--- config.mk ---
export PLATFORM = sky130hd
export DESIGN_NAME = evidence_ranker
export DESIGN_NICKNAME = d
export VERILOG_FILES = /design/src/rtl/evidence_pkg.sv /design/src/rtl/evidence_beat_count.sv /design/src/rtl/evidence_accum.sv /design/src/rtl/evidence_select.sv /design/src/rtl/evidence_ranker.sv
export SDC_FILE = /design/constraint.sdc
export NUM_CORES = 1
export LEC_CHECK = 0
export BUFFER_PORTS_ARGS = -buffer_cell sky130_fd_sc_hd__buf_2
export CORE_MARGIN = 2
export CORE_UTILIZATION = 54
export CTS_CLUSTER_DIAMETER = 100
export CTS_CLUSTER_SIZE = 24
export DETAILED_ROUTE_END_ITERATION = 10
export PLACE_DENSITY = 0.83
export SLEW_MARGIN = 20
export SYNTH_ARGS = -nofsm -noshare
export SYNTH_HDL_FRONTEND = slang
export SYNTH_SLANG_ARGS = --single-unit
--- constraint.sdc ---
create_clock -name clk -period 9.17 [get_ports clk]
set_input_delay 1.3755 -clock clk [delete_from_list [all_inputs] [get_ports clk]]
set_output_delay 1.3755 -clock clk [all_outputs]
set_load 0.1 [all_outputs]
--- src/rtl/evidence_pkg.sv ---
package evidence_pkg;

    localparam int unsigned NF     = 4;
    localparam int unsigned IX_SIG = 0;
    localparam int unsigned IX_IOT = 1;
    localparam int unsigned IX_TAU = 2;
    localparam int unsigned IX_GAM = 3;

    typedef enum logic [1:0] {
        CMP_LOSE  = 2'd0,
        CMP_GAMMA = 2'd1,
        CMP_SIGMA = 2'd2,
        CMP_IOTA  = 2'd3
    } cmp_e;

    // Three-key ranking: gamma ascending, sigma descending, iota ascending.
    // A full tie loses, so the holder of the rank stays.
    function automatic cmp_e rank_cmp(
        input logic [31:0] g_new,
        input logic [31:0] s_new,
        input logic [31:0] i_new,
        input logic [31:0] g_old,
        input logic [31:0] s_old,
        input logic [31:0] i_old
    );
        if (g_new < g_old)
            return CMP_GAMMA;
        else if (g_new == g_old && s_new > s_old)
            return CMP_SIGMA;
        else if (g_new == g_old && s_new == s_old && i_new < i_old)
            return CMP_IOTA;
        else
            return CMP_LOSE;
    endfunction

endpackage

--- src/rtl/evidence_beat_count.sv ---
module evidence_beat_count
    import evidence_pkg::*;
#(
    parameter int unsigned NOUT  = 16,
    parameter int unsigned CNT_W = $clog2(NOUT + 1)
) (
    input  logic                          clk,
    input  logic                          rst,
    input  logic [NOUT-1:0]               dut_fail,
    input  logic [NOUT-1:0]               ref_fail,
    output logic [NF-1:0][CNT_W-1:0]      beat_cnt
);

    logic [NOUT-1:0]  both_v, ref_only_v, dut_only_v;
    logic [CNT_W-1:0] n_sig, n_iot, n_tau, n_gam;

    assign both_v     = dut_fail & ref_fail;
    assign ref_only_v = ref_fail & ~dut_fail;
    assign dut_only_v = dut_fail & ~ref_fail;

    always_comb begin
        n_sig = '0;
        n_iot = '0;
        n_tau = '0;
        for (int k = 0; k < int'(NOUT); k++) begin
            n_sig = n_sig + CNT_W'(both_v[k]);
            n_iot = n_iot + CNT_W'(ref_only_v[k]);
            n_tau = n_tau + CNT_W'(dut_only_v[k]);
        end
        n_gam = (n_iot > n_tau) ? n_iot : n_tau;
    end

    always_comb begin
        beat_cnt         = '0;
        beat_cnt[IX_SIG] = n_sig;
        beat_cnt[IX_IOT] = n_iot;
        beat_cnt[IX_TAU] = n_tau;
        beat_cnt[IX_GAM] = n_gam;
    end

    // the three classes partition the outputs, so never exceed NOUT
    p_partition_r1: assert property (@(posedge clk) disable iff (rst)
        int'(beat_cnt[IX_SIG]) + int'(beat_cnt[IX_IOT]) + int'(beat_cnt[IX_TAU]) <= int'(NOUT));

    // the max term equals one of its operands and bounds both
    p_gamma_max_r4: assert property (@(posedge clk) disable iff (rst)
        beat_cnt[IX_GAM] >= beat_cnt[IX_IOT] && beat_cnt[IX_GAM] >= beat_cnt[IX_TAU] &&
        (beat_cnt[IX_GAM] == beat_cnt[IX_IOT] || beat_cnt[IX_GAM] == beat_cnt[IX_TAU]));

endmodule

--- src/rtl/evidence_accum.sv ---
module evidence_accum
    import evidence_pkg::*;
#(
    parameter int unsigned CNT_W = 5,
    parameter int unsigned ACC_W = 16
) (
    input  logic                          clk,
    input  logic                          rst,
    input  logic                          beat_valid,
    input  logic                          cand_end,
    input  logic [NF-1:0][CNT_W-1:0]      beat_cnt,
    output logic [NF-1:0][ACC_W-1:0]      cand_tuple
);

    logic [NF-1:0][ACC_W-1:0] acc_q;
    logic [NF-1:0][ACC_W-1:0] acc_sat;

    for (genvar f = 0; f < int'(NF); f++) begin : g_field
        logic [ACC_W:0] sum_ext;

        assign sum_ext    = {1'b0, acc_q[f]} + (ACC_W + 1)'(beat_cnt[f]);
        assign acc_sat[f] = sum_ext[ACC_W] ? {ACC_W{1'b1}} : sum_ext[ACC_W-1:0];
        // final tuple includes a beat arriving with the end marker
        assign cand_tuple[f] = beat_valid ? acc_sat[f] : acc_q[f];

        always_ff @(posedge clk) begin
            if (rst || cand_end)
                acc_q[f] <= '0;
            else if (beat_valid)
                acc_q[f] <= acc_sat[f];
        end

        // within a candidate a sum never falls (no wrap)
        p_acc_monotone_r5: assert property (@(posedge clk) disable iff (rst)
            !$past(cand_end) |-> acc_q[f] >= $past(acc_q[f]));

        // a saturated sum stays at full scale until the candidate ends
        p_sat_hold_r5: assert property (@(posedge clk) disable iff (rst)
            (&acc_q[f]) && !cand_end |=> (&acc_q[f]));

        // a sum is zero right after an end marker
        p_restart_r11: assert property (@(posedge clk) disable iff (rst)
            cand_end |=> acc_q[f] == '0);
    end

endmodule

--- src/rtl/evidence_select.sv ---
module evidence_select
    import evidence_pkg::*;
#(
    parameter int unsigned ACC_W = 16,
    parameter int unsigned ID_W  = 8
) (
    input  logic                          clk,
    input  logic                          rst,
    input  logic                          cand_end,
    input  logic                          cand_last,
    input  logic [ID_W-1:0]               cand_id,
    input  logic [NF-1:0][ACC_W-1:0]      cand_tuple,
    output logic                          res_valid,
    output logic [ID_W-1:0]               best_id,
    output logic [NF-1:0][ACC_W-1:0]      best_tuple
);

    logic have_q;
    cmp_e cmp;
    logic win;

    always_comb begin
        cmp = rank_cmp(32'(cand_tuple[IX_GAM]), 32'(cand_tuple[IX_SIG]), 32'(cand_tuple[IX_IOT]),
                       32'(best_tuple[IX_GAM]), 32'(best_tuple[IX_SIG]), 32'(best_tuple[IX_IOT]));
        win = !have_q || (cmp != CMP_LOSE);
    end

    always_ff @(posedge clk) begin
        if (rst) begin
            have_q     <= 1'b0;
            res_valid  <= 1'b0;
            best_id    <= '0;
            best_tuple <= '0;
        end else begin
            res_valid <= cand_end && cand_last;
            if (cand_end) begin
                have_q <= !cand_last;
                if (win) begin
                    best_id    <= cand_id;
                    best_tuple <= cand_tuple;
                end
            end
        end
    end

    // a losing or tying candidate leaves the held rank untouched
    p_keep_on_loss_r9: assert property (@(posedge clk) disable iff (rst)
        cand_end && have_q && !win |=> $stable(best_id) && $stable(best_tuple));

    // inside a set the held gamma never gets worse
    p_gamma_never_worse_r6: assert property (@(posedge clk) disable iff (rst)
        cand_end && have_q |=> best_tuple[IX_GAM] <= $past(best_tuple[IX_GAM]));

    // the result pulse follows a closing end marker
    p_valid_after_last_r10: assert property (@(posedge clk) disable iff (rst)
        res_valid |-> $past(cand_end && cand_last));

    // the first candidate of a set is always taken
    p_fresh_load_r12: assert property (@(posedge clk) disable iff (rst)
        cand_end && !have_q |=> best_id == $past(cand_id));

endmodule

--- src/rtl/evidence_ranker.sv ---
module evidence_ranker
    import evidence_pkg::*;
#(
    parameter int unsigned NOUT  = 16,
    parameter int unsigned ACC_W = 16,
    parameter int unsigned ID_W  = 8
) (
    input  logic             clk,
    input  logic             rst,
    input  logic             beat_valid,
    input  logic [NOUT-1:0]  dut_fail,
    input  logic [NOUT-1:0]  ref_fail,
    input  logic             cand_end,
    input  logic [ID_W-1:0]  cand_id,
    input  logic             cand_last,
    output logic             res_valid,
    output logic [ID_W-1:0]  res_id,
    output logic [ACC_W-1:0] res_sigma,
    output logic [ACC_W-1:0] res_iota,
    output logic [ACC_W-1:0] res_tau,
    output logic [ACC_W-1:0] res_gamma
);

    localparam int unsigned CNT_W = $clog2(NOUT + 1);

    logic [NF-1:0][CNT_W-1:0] beat_cnt;
    logic [NF-1:0][ACC_W-1:0] cand_tuple;
    logic [NF-1:0][ACC_W-1:0] best_tuple;

    evidence_beat_count #(.NOUT(NOUT), .CNT_W(CNT_W)) u_count (
        .clk      (clk),
        .rst      (rst),
        .dut_fail (dut_fail),
        .ref_fail (ref_fail),
        .beat_cnt (beat_cnt)
    );

    evidence_accum #(.CNT_W(CNT_W), .ACC_W(ACC_W)) u_accum (
        .clk        (clk),
        .rst        (rst),
        .beat_valid (beat_valid),
        .cand_end   (cand_end),
        .beat_cnt   (beat_cnt),
        .cand_tuple (cand_tuple)
    );

    evidence_select #(.ACC_W(ACC_W), .ID_W(ID_W)) u_select (
        .clk        (clk),
        .rst        (rst),
        .cand_end   (cand_end),
        .cand_last  (cand_last),
        .cand_id    (cand_id),
        .cand_tuple (cand_tuple),
        .res_valid  (res_valid),
        .best_id    (res_id),
        .best_tuple (best_tuple)
    );

    assign res_sigma = best_tuple[IX_SIG];
    assign res_iota  = best_tuple[IX_IOT];
    assign res_tau   = best_tuple[IX_TAU];
    assign res_gamma = best_tuple[IX_GAM];

endmodule

Yosys cells after proc, flatten, opt, wreduce, memory -nomap -nowiden. Index checks and enable logic that the tools add are counted. Widths: inputs -> output; s select.

Add/sub/neg operators: 49. Multipliers: 0. Divide/modulo/power cells: 0. $lt $le $gt $ge: 4. Equality and inequality tests: 2. Shift-type cells: 0. Multiplexer cells: 12. Bitwise logic cells: 5. Reductions and logical operators: 10.

Operator list (count): $add 5x1->5 (42); $mux 16 (8); $add 16x5->17 (4); $and 16x16->16 (3); $eq 16x16->1 (2); $lt 16x16->1 (2); $not 16->16 (2); $gt 16x16->1 (1); $add 1x1->2 (3); $mux 2 (3); $gt 5x5->1 (1); $mux 5 (1); $logic_and 1x1->1 (4); $logic_not 1->1 (2); $logic_or 1x1->1 (2); $reduce_and 2->1 (1); $reduce_bool 2->1 (1).

Flip-flop bits (word level): 138. Bits in latches: 0. RAM bits: 0. ROM bits: 0. Input port bits: 45. Memories kept: 0.

Logic depth before layout (Yosys ltp). Gate-level depths: netlist of the first run.

Depth after elaboration: 31. Mapped depth: 40. Gate-level depth less buffers: 38.

Modules after synthesis. A second synthesis of the first run with hierarchy kept.

Cells, all modules: 1114. Area, all modules: 10127.2 µm².

Modules (own cells, without submodules): evidence_select (instances 1, cells each 483, area each 4579.4 µm², sequential area each 1481.4 µm²); evidence_accum (instances 1, cells each 467, area each 4045.1 µm², sequential area each 1281.2 µm²); evidence_beat_count (instances 1, cells each 164, area each 1502.7 µm², sequential area each 0.0 µm²).

Worst setup path after synthesis of the first run. OpenSTA, ideal clock, no wires.

Kind: input to register. From: in dut_fail[0]. To: reg u_select.best_tuple[0] (netlist bit). Library setup time: 0.121 ns. Arrival: 9.643 ns. Path slack: -0.595 ns. Stages on the path: 37. Path buffers: 2. Cells stage by stage: nor2b_1 ha_1 inv_1 fa_1 fa_1 fa_1 inv_1 fa_1 fa_1 inv_1 fa_1 ha_1 nor2b_1 o21a_1 o21ai_0 nand2b_1 a21oi_1 a31oi_1 mux2_2 ha_1 inv_1 fa_1 nand2b_1 a21oi_1 o21ai_1 nor2_1 mux2i_1 inv_1 ha_1 and4_1 nand2_1 nor4_1 o2111ai_1 o21a_1 buf_6 buf_6 mux2_4.

RTL lines: start, declared (RTL line evidence_ranker.sv:11) `input logic [NOUT-1:0] dut_fail,`; end signal, assigned (RTL line evidence_select.sv:40) `best_tuple <= cand_tuple;`; end, declared (RTL line evidence_select.sv:15) `output logic [NF-1:0][ACC_W-1:0] best_tuple`.

==> impl_results.md, run 1 <==
* Status: finished, violations left
* Failing checks: negative setup slack
* Most common cell after layout, fill and taps aside: nor2_1
* PortBufs at around 120
* Width of the die at 139 um
* Root Buffer: clkbuf_16
* Grt total ovfl at 0
* Initial antenna violation count at 0
* Placed Area at between 10000 and 15000 um^2
* Max Freq at 105 MHz
* Mapped Nets at between 1000 and 1500
* Layout cell share with drive strength beyond 1 at approximately 28%
* N_diodes at 0
* Final period utilization at 104%
* Post-synthesis sequential area ratio at approximately 28%
* Yosys cell types at 55
* Worst path max stage delay at 0.56 ns
* Crit path DAT at between 9 and 10 ns
* Post-Syn Area per Cell at ~8.6 um^2
* CP max FO at 6
* Number of flops mapped to enable cells by yosys at 0
* Clock Path Buffers at 2
* CTS sink count at 138
* Yosys warnings at 0
* Rel. slew slack at 43.3%
* Crit path top cell by count: inv_2
* Least-Margin Pin Slew at approximately 0.85 ns
* Reg2reg setup slack at 4.47 ns
* HP Class: reg -> reg
* Final Setup Violations at 72
* Post-synthesis cell count at 1152
* Hold_buf cts at 0
* CP required at about 9.5 ns
* Design Area, Final at between 10000 and 15000 um^2
* Fin util at between 60 and 70%
* RSZ-0062 raised after global routing: yes
* R2R depth at 18
* Die ar. at 19400 um^2
* Die height at about 140 um
* Min-Delay Path Depth at 2
* Post-DP HPWL at 17.3 mm
* Number of global-route vias before repair at approximately 8600
* Largest net degree at the start of global routing at between 80 and 90
* CTS tree: built
* Leading area contributor after synthesis: dfxtp_1
* # fillers at 1255
* Critical path type: in -> reg
* Residual DRC count at 0
* Final-stage net count at between 1500 and 2000
* Post-synth top flop: dfxtp_1
* Drt pass-1 iters at 5
* Global-route wire length before repair at 41.1 mm
* Cell family with most CP delay: adder cells
* Asr flop ratio synth at 0%
* Final Max Tran Viols at 0
* Setup crit end kind: flip-flop
* Number of routed nets with antenna violations at 0
* Hold Violations, Final at 0
* Leak pwr at between 0.005 and 0.006 uW
* Drt wl/cell at roughly 17 um
* DRT iter0 DRCs at 637
* I/O pin total at between 100 and 150
* Max Cap Viol at 0
* Worst-path clk slew at about 0.07 ns
* Reg-to-reg startpoint: u_accum.acc_q[0]
* DR vias at a little under 9000
* Most frequent cells in the layout: nor2_1, dfxtp_1, inv_1
* H-tree levels at 4
* Routed wire length at approximately 27 mm
* HP Start: u_select.best_id[2]
* Area grow syn2layout at 25.7%
* Area share of the leading cell type in the synthesized netlist at 27.9%
* Post-layout min period at roughly 9.5 ns
* Hold Path Sink: u_select.best_id[2]
* Via/cell ratio at 5.60
* Total power at ~3500 uW
* Global-route total usage across every layer at 26.1%
* CP startpoint kind: primary input
* R2R Path End: u_select.best_tuple[7]
* Yosys reg bits at 138
* Clock latency on the worst-skew pair at around 0.43 ns
* Placer congestion estimate at 0.919
* CTS Buf Count at 17
* Multi-input gate area at slightly below 7000 um^2
* Final worst slack at -0.376 ns
* Core box area at between 15000 and 20000 um^2
* Rows at 49
* Slowest-stage cell, CP: fa_1
* Post-synth design cell area at a little under 10000 um^2
* Initial core utilization at between 50% and 60%
* Synth area leaders: dfxtp_1, ha_1, mux2_4
* Ratio of total power to cell area at around 280 nW/um^2
* Max VDD drop at approximately 190 uV
* Clock Skew at 0.0107 ns
* Buf+Inv Stages, Crit Path at 9
* FF+latch area at around 2800 um^2
==> cell type report <==
class | instances | share of cell area (%)
tap | 229 | 2.31
multi-input combinational | 836 | 54.6
timing repair buffer | 211 | 12.3
clock buffer | 20 | 3.59
inverter | 136 | 4.11
sequential | 138 | 22.2
clock inverter | 12 | 0.836
==> through the flow <==
step | TNS [ns] | hold WS [ns] | cells | setup slack (ns)
4_1_cts | -4.68 | 0.477 | 1570 | -0.106
5_1_grt | -40.31 | 0.499 | 1582 | -0.596
3_5_place_dp | -42.50 | 0.465 | 1520 | -0.680
2_1_floorplan | 0 | 0.478 | 1152 | 0.0191
3_3_place_gp | -26.15 | 0.459 | 1520 | -0.417
6_report | -24.02 | 0.472 | 1582 | -0.376
==> cell families (layout without fill, tap and decap cells) <==
group	Yosys count	in the layout	share of synthesized area [%]
and+or+nand+nor	435	435	21.4
DFF	138	138	27.9
buffers and inverters	178	379	7.36
muxes	106	106	13.8
adders and majority gates	121	121	17.9
AOI/OAI and AO/OA	152	152	9.65
xor gates and xnor gates	22	22	1.95
==> what timing repair did <==
action,in CTS,in global routing
gates resized for setup,41,46
setup buffers,14,12
pin swaps,12,39
gates cloned,4,3
setup endpoints to repair,72,72
==> state kept, by name (all words and copies together) (netlist names) <==
signal / cells
u_accum.acc_q: 64
u_select.best_tuple: 64
u_select.best_id: 8
u_select.have_q: 1
u_select.res_valid: 1
==> report_power, final <==
group	internal (uW)	switching (uW)
clock	361	295
combinational	986	1180
sequential	652	42.8
==> metal layers <==
metal  GRT usage [%]  wire (um)  share of wire [%]  vias up
li1                -          -                  -     4222
met1            31.7      11100                 41     4179
met2            45.3      13400                 49      353
met3            5.30       1760                6.4      103
met4            10.6       1040                3.8        0
met5               0          0                  0        -
==> synth_stat cells (8+ instances only) <==
library cell,n
o21ai_0,39
nand3_1,26
ha_1,87
nor2_1,180
nand4_1,20
dfxtp_1,138
or3_1,8
nor3_1,10
and2_1,13
and3_1,11
nand2b_1,35
xnor2_1,15
nand2_1,56
inv_1,136
a211oi_1,10
a21o_1,14
nor2b_1,56
mux2_4,60
fa_1,34
mux2i_1,40
clkbuf_1,32
a21oi_1,43
==> worst register-to-register path, cell delays in order, from the launching register on <==
cell and delay [ns]:
dfxtp_1 0.31, ha_1 0.23, fa_1 0.42, a21oi_1 0.22, o22ai_1 0.17, and2_1 0.26, nand3_1 0.13, mux2i_1 0.29
inv_1 0.08, ha_1 0.34, a21oi_1 0.20, nand2_1 0.08, a21oi_1 0.14, or4b_2 0.67, a31oi_1 0.22, o21a_4 0.21
buf_12 0.15, clkbuf_16 0.18, mux2_4 0.30
==> worst max-delay path by stage <==
| stage | cells after the start | from | endpoint | slack, ns |
|---|---|---|---|---|
| after global routing | 40 | dut_fail[0] | u_select.best_tuple[14] | -0.60 |
| after CTS | 40 | ref_fail[0] | u_select.best_tuple[7] | -0.11 |
| final | 40 | dut_fail[0] | u_select.best_tuple[7] | -0.38 |
| after global placement | 37 | ref_fail[0] | u_select.best_tuple[24] | -0.42 |
| after floorplan | 39 | ref_fail[0] | u_select.best_tuple[0] | 0.02 |
| after detailed placement | 37 | dut_fail[0] | u_select.best_id[4] | -0.68 |
No activity file was read; power rests on OpenSTA's default activity.
==> run 2: changes to the inputs <==
--- a/config.mk
+++ b/config.mk
@@ -5,6 +5,7 @@
 export SDC_FILE = /design/constraint.sdc
 export NUM_CORES = 1
 export LEC_CHECK = 0
+export ABC_AREA = 1
 export BUFFER_PORTS_ARGS = -buffer_cell sky130_fd_sc_hd__buf_2
 export CORE_MARGIN = 2
 export CORE_UTILIZATION = 54
==> impl_results.md, run 2 <==
* N_diodes at 0
* Max Cap Viol at 0
* Residual DRC count at 0
* Max Freq at approximately 110 MHz
* # fillers at roughly 1400
* Drt wl/cell at ~14 um
* Biggest regs: u_accum.acc_q (64), u_select.best_tuple (64), u_select.best_id (8)
* Slowest-stage cell, CP: fa_1
* I/O pin total at ~120
* Placer congestion estimate at a little over 0.9
* Max VDD drop at about 160 uV
* Initial antenna violation count at 0
* Drt pass-1 iters at 6
* CP Launch Point: ref_fail[1]
* Placed Area at 11000 um^2
* Setup TNS Final at 0 ns
* Critical path type: in -> reg
* Yosys reg bits at 138
* CTS Buf Count at 17
* Setup crit end kind: flip-flop
* Rel. slew slack at a little over a third
* Core box area at approximately 18000 um^2
* CP max FO at 8
* Number of global-route vias before repair at a little over 9000
* Layout cell share with drive strength beyond 1 at 19.7%
* Total power at approximately 2900 uW
* DR vias at 9931
* Post-layout min period at roughly 9.0 ns
* Clock Skew at approximately 0.015 ns
* Post-Syn Area per Cell at about 6.7 um^2
* Hold_buf cts at 0
* Least-Margin Pin Slew at around 0.97 ns
* Rows at between 40 and 50
* Grt total ovfl at 0
* Post-synthesis cell count at 1473
* Leading area contributor after synthesis: dfxtp_1
* Most common cell after layout, fill and taps aside: nand2_1
* Reg2reg setup slack at around 4.7 ns
* Crit path top cell by count: inv_2
* Leak pwr at roughly 0.0065 uW
* Status: complete, no violations
* Final worst slack at 0.185 ns
* Yosys cell types at between 40 and 50
* Mapped Nets at roughly 1600
* Width of the die at 139 um
* Asr flop ratio synth at 0%
* Crit path DAT at 9.32 ns
* Final-stage net count at 1797
* Die ar. at approximately 19000 um^2
* Initial core utilization at ~55%
* Clock latency on the worst-skew pair at 0.43 ns
* Number of routed nets with antenna violations at 0
* Worst-path clk slew at 0.06 ns
* Clock Path Buffers at 2
* Post-DP HPWL at between 15 and 20 mm
* R2R depth at 23
* Min-Delay Path Depth at 2
* Global-route total usage across every layer at between 20% and 30%
* CP startpoint kind: primary input
* RSZ-0062 raised after global routing: yes
* CTS sink count at ~140
* Worst path max stage delay at between 0.5 and 0.6 ns
* Global-route wire length before repair at between 40 and 50 mm
* Post-synth top flop: dfxtp_1
* Most frequent cells in the layout: nand2_1, inv_1, nor2_1
* Yosys warnings at 0
* Area grow syn2layout at 23.1%
* R2R Path End: u_select.best_tuple[25]
* Final Max Tran Viols at 0
* Die height at between 100 and 150 um
* Final Setup Violations at 0
* H-tree levels at 4
* HP Class: reg -> reg
* Hold Violations, Final at 0
* DRT iter0 DRCs at ~800
* Largest net degree at the start of global routing at 79
* Design Area, Final at around 12000 um^2
* Number of flops mapped to enable cells by yosys at 0
* CP required at about 9.5 ns
* Final period utilization at between 90% and 100%
* Via/cell ratio at around 5.3
* Post-synthesis sequential area ratio at between 20% and 30%
* PortBufs at 117
* Post-synth design cell area at just under 10000 um^2
* Hold Path Sink: u_select.best_tuple[44]
* Root Buffer: clkbuf_16
* DP Worst Slack at -0.592 ns
* Area share of the leading cell type in the synthesized netlist at approximately 28%
* Ratio of total power to cell area at approximately 230 nW/um^2
* HP Start: u_select.best_tuple[44]
* Synth area leaders: dfxtp_1, ha_1, inv_1
* Reg-to-reg startpoint: u_accum.acc_q[0]
* Routed wire length at between 20 and 30 mm
* Post-synth top cells: inv_1, nand2_1, nor2_1, dfxtp_1, a21oi_1
* CTS tree: built
==> run 2: cell count changes after synthesis, moves of 11 or more <==
| cell | change |
|---|---|
| a21o_1 | -14 |
| nor3_1 | +11 |
| a21oi_1 | +80 |
| nor2b_1 | -56 |
| nand3_1 | +69 |
| mux2i_1 | -39 |
| and2_1 | -13 |
| nand2_1 | +217 |
| nor2_1 | +41 |
| nand2b_1 | -35 |
| mux2_4 | -60 |
| inv_1 | +137 |
==> run 2: layout make-up <==
| type | instances | area [um^2] | share of cell area [%] |
|---|---|---|---|
| clock buffer | 19 | 443 | 3.64 |
| multi-input combinational | 1006 | 6170 | 50.6 |
| timing repair buffer | 190 | 1350 | 11.1 |
| tap | 229 | 287 | 2.35 |
| clock inverter | 13 | 120 | 0.987 |
| inverter | 278 | 1040 | 8.57 |
| sequential | 138 | 2760 | 22.7 |
==> run 2: logic make-up after synthesis <==
kind of cell / share of synthesized area, %
flip-flops: 27.9
multiplexers: 0.101
AO/OA/AOI/OAI: 10.3
AND/OR/NAND/NOR: 28.6
XOR/XNOR: 1.95
adder cells (fa/ha/maj): 17.9
buffers and inverters: 13.2
==> run 2: power by group <==
group | total (uW) | leakage [uW] | internal [uW] | switching (uW)
logic | 1520 | 0.00509 | 580 | 937
clock network | 659 | 0.000270 | 381 | 278
registers | 681 | 0.00113 | 646 | 34.7
==> run 2: metal layers <==
metal / up-vias / part of all wire (%) / global-route usage (%)
met2: 366 / 47 / 42.9
met4: 0 / 4.1 / 10.8
met1: 4509 / 42 / 32.3
li1: 4963 / - / -
met3: 93 / 6.8 / 5.13
met5: - / 0 / 0
==> run 2: how the worst max path moves through the flow <==
stage                                   end  cells after the start
floorplan            u_select.best_tuple[0]                     47
global placement    u_select.best_tuple[37]                     49
detailed placement  u_select.best_tuple[37]                     49
CTS                 u_select.best_tuple[37]                     48
global route        u_select.best_tuple[36]                     55
finish              u_select.best_tuple[39]                     52
==> run 2: what timing repair did <==
action	CTS	global route
cloned	1	4
setup buffers	2	9
endpoints found under the hold margin	0	0
setup endpoints to repair	72	72
pin swaps	7	45
resized for setup	12	96
==> run 2: metrics by stage <==
stage               std cells  util, %  hold slack, ns
floorplan                1473        -           0.468
global placement         1825     61.2           0.459
detailed placement       1825     61.2           0.462
CTS                      1860     64.8           0.477
global route             1873     67.8           0.512
finish                   1873     67.8           0.476
==> run 2: critical path: cells and delay by family <==
family | cells | cell delay (ns)
buffers and inverters | 15 | 1.21
adder cells (fa/ha/maj) | 11 | 3.97
AND/OR/NAND/NOR | 18 | 1.71
AO/OA/AOI/OAI | 8 | 1.00
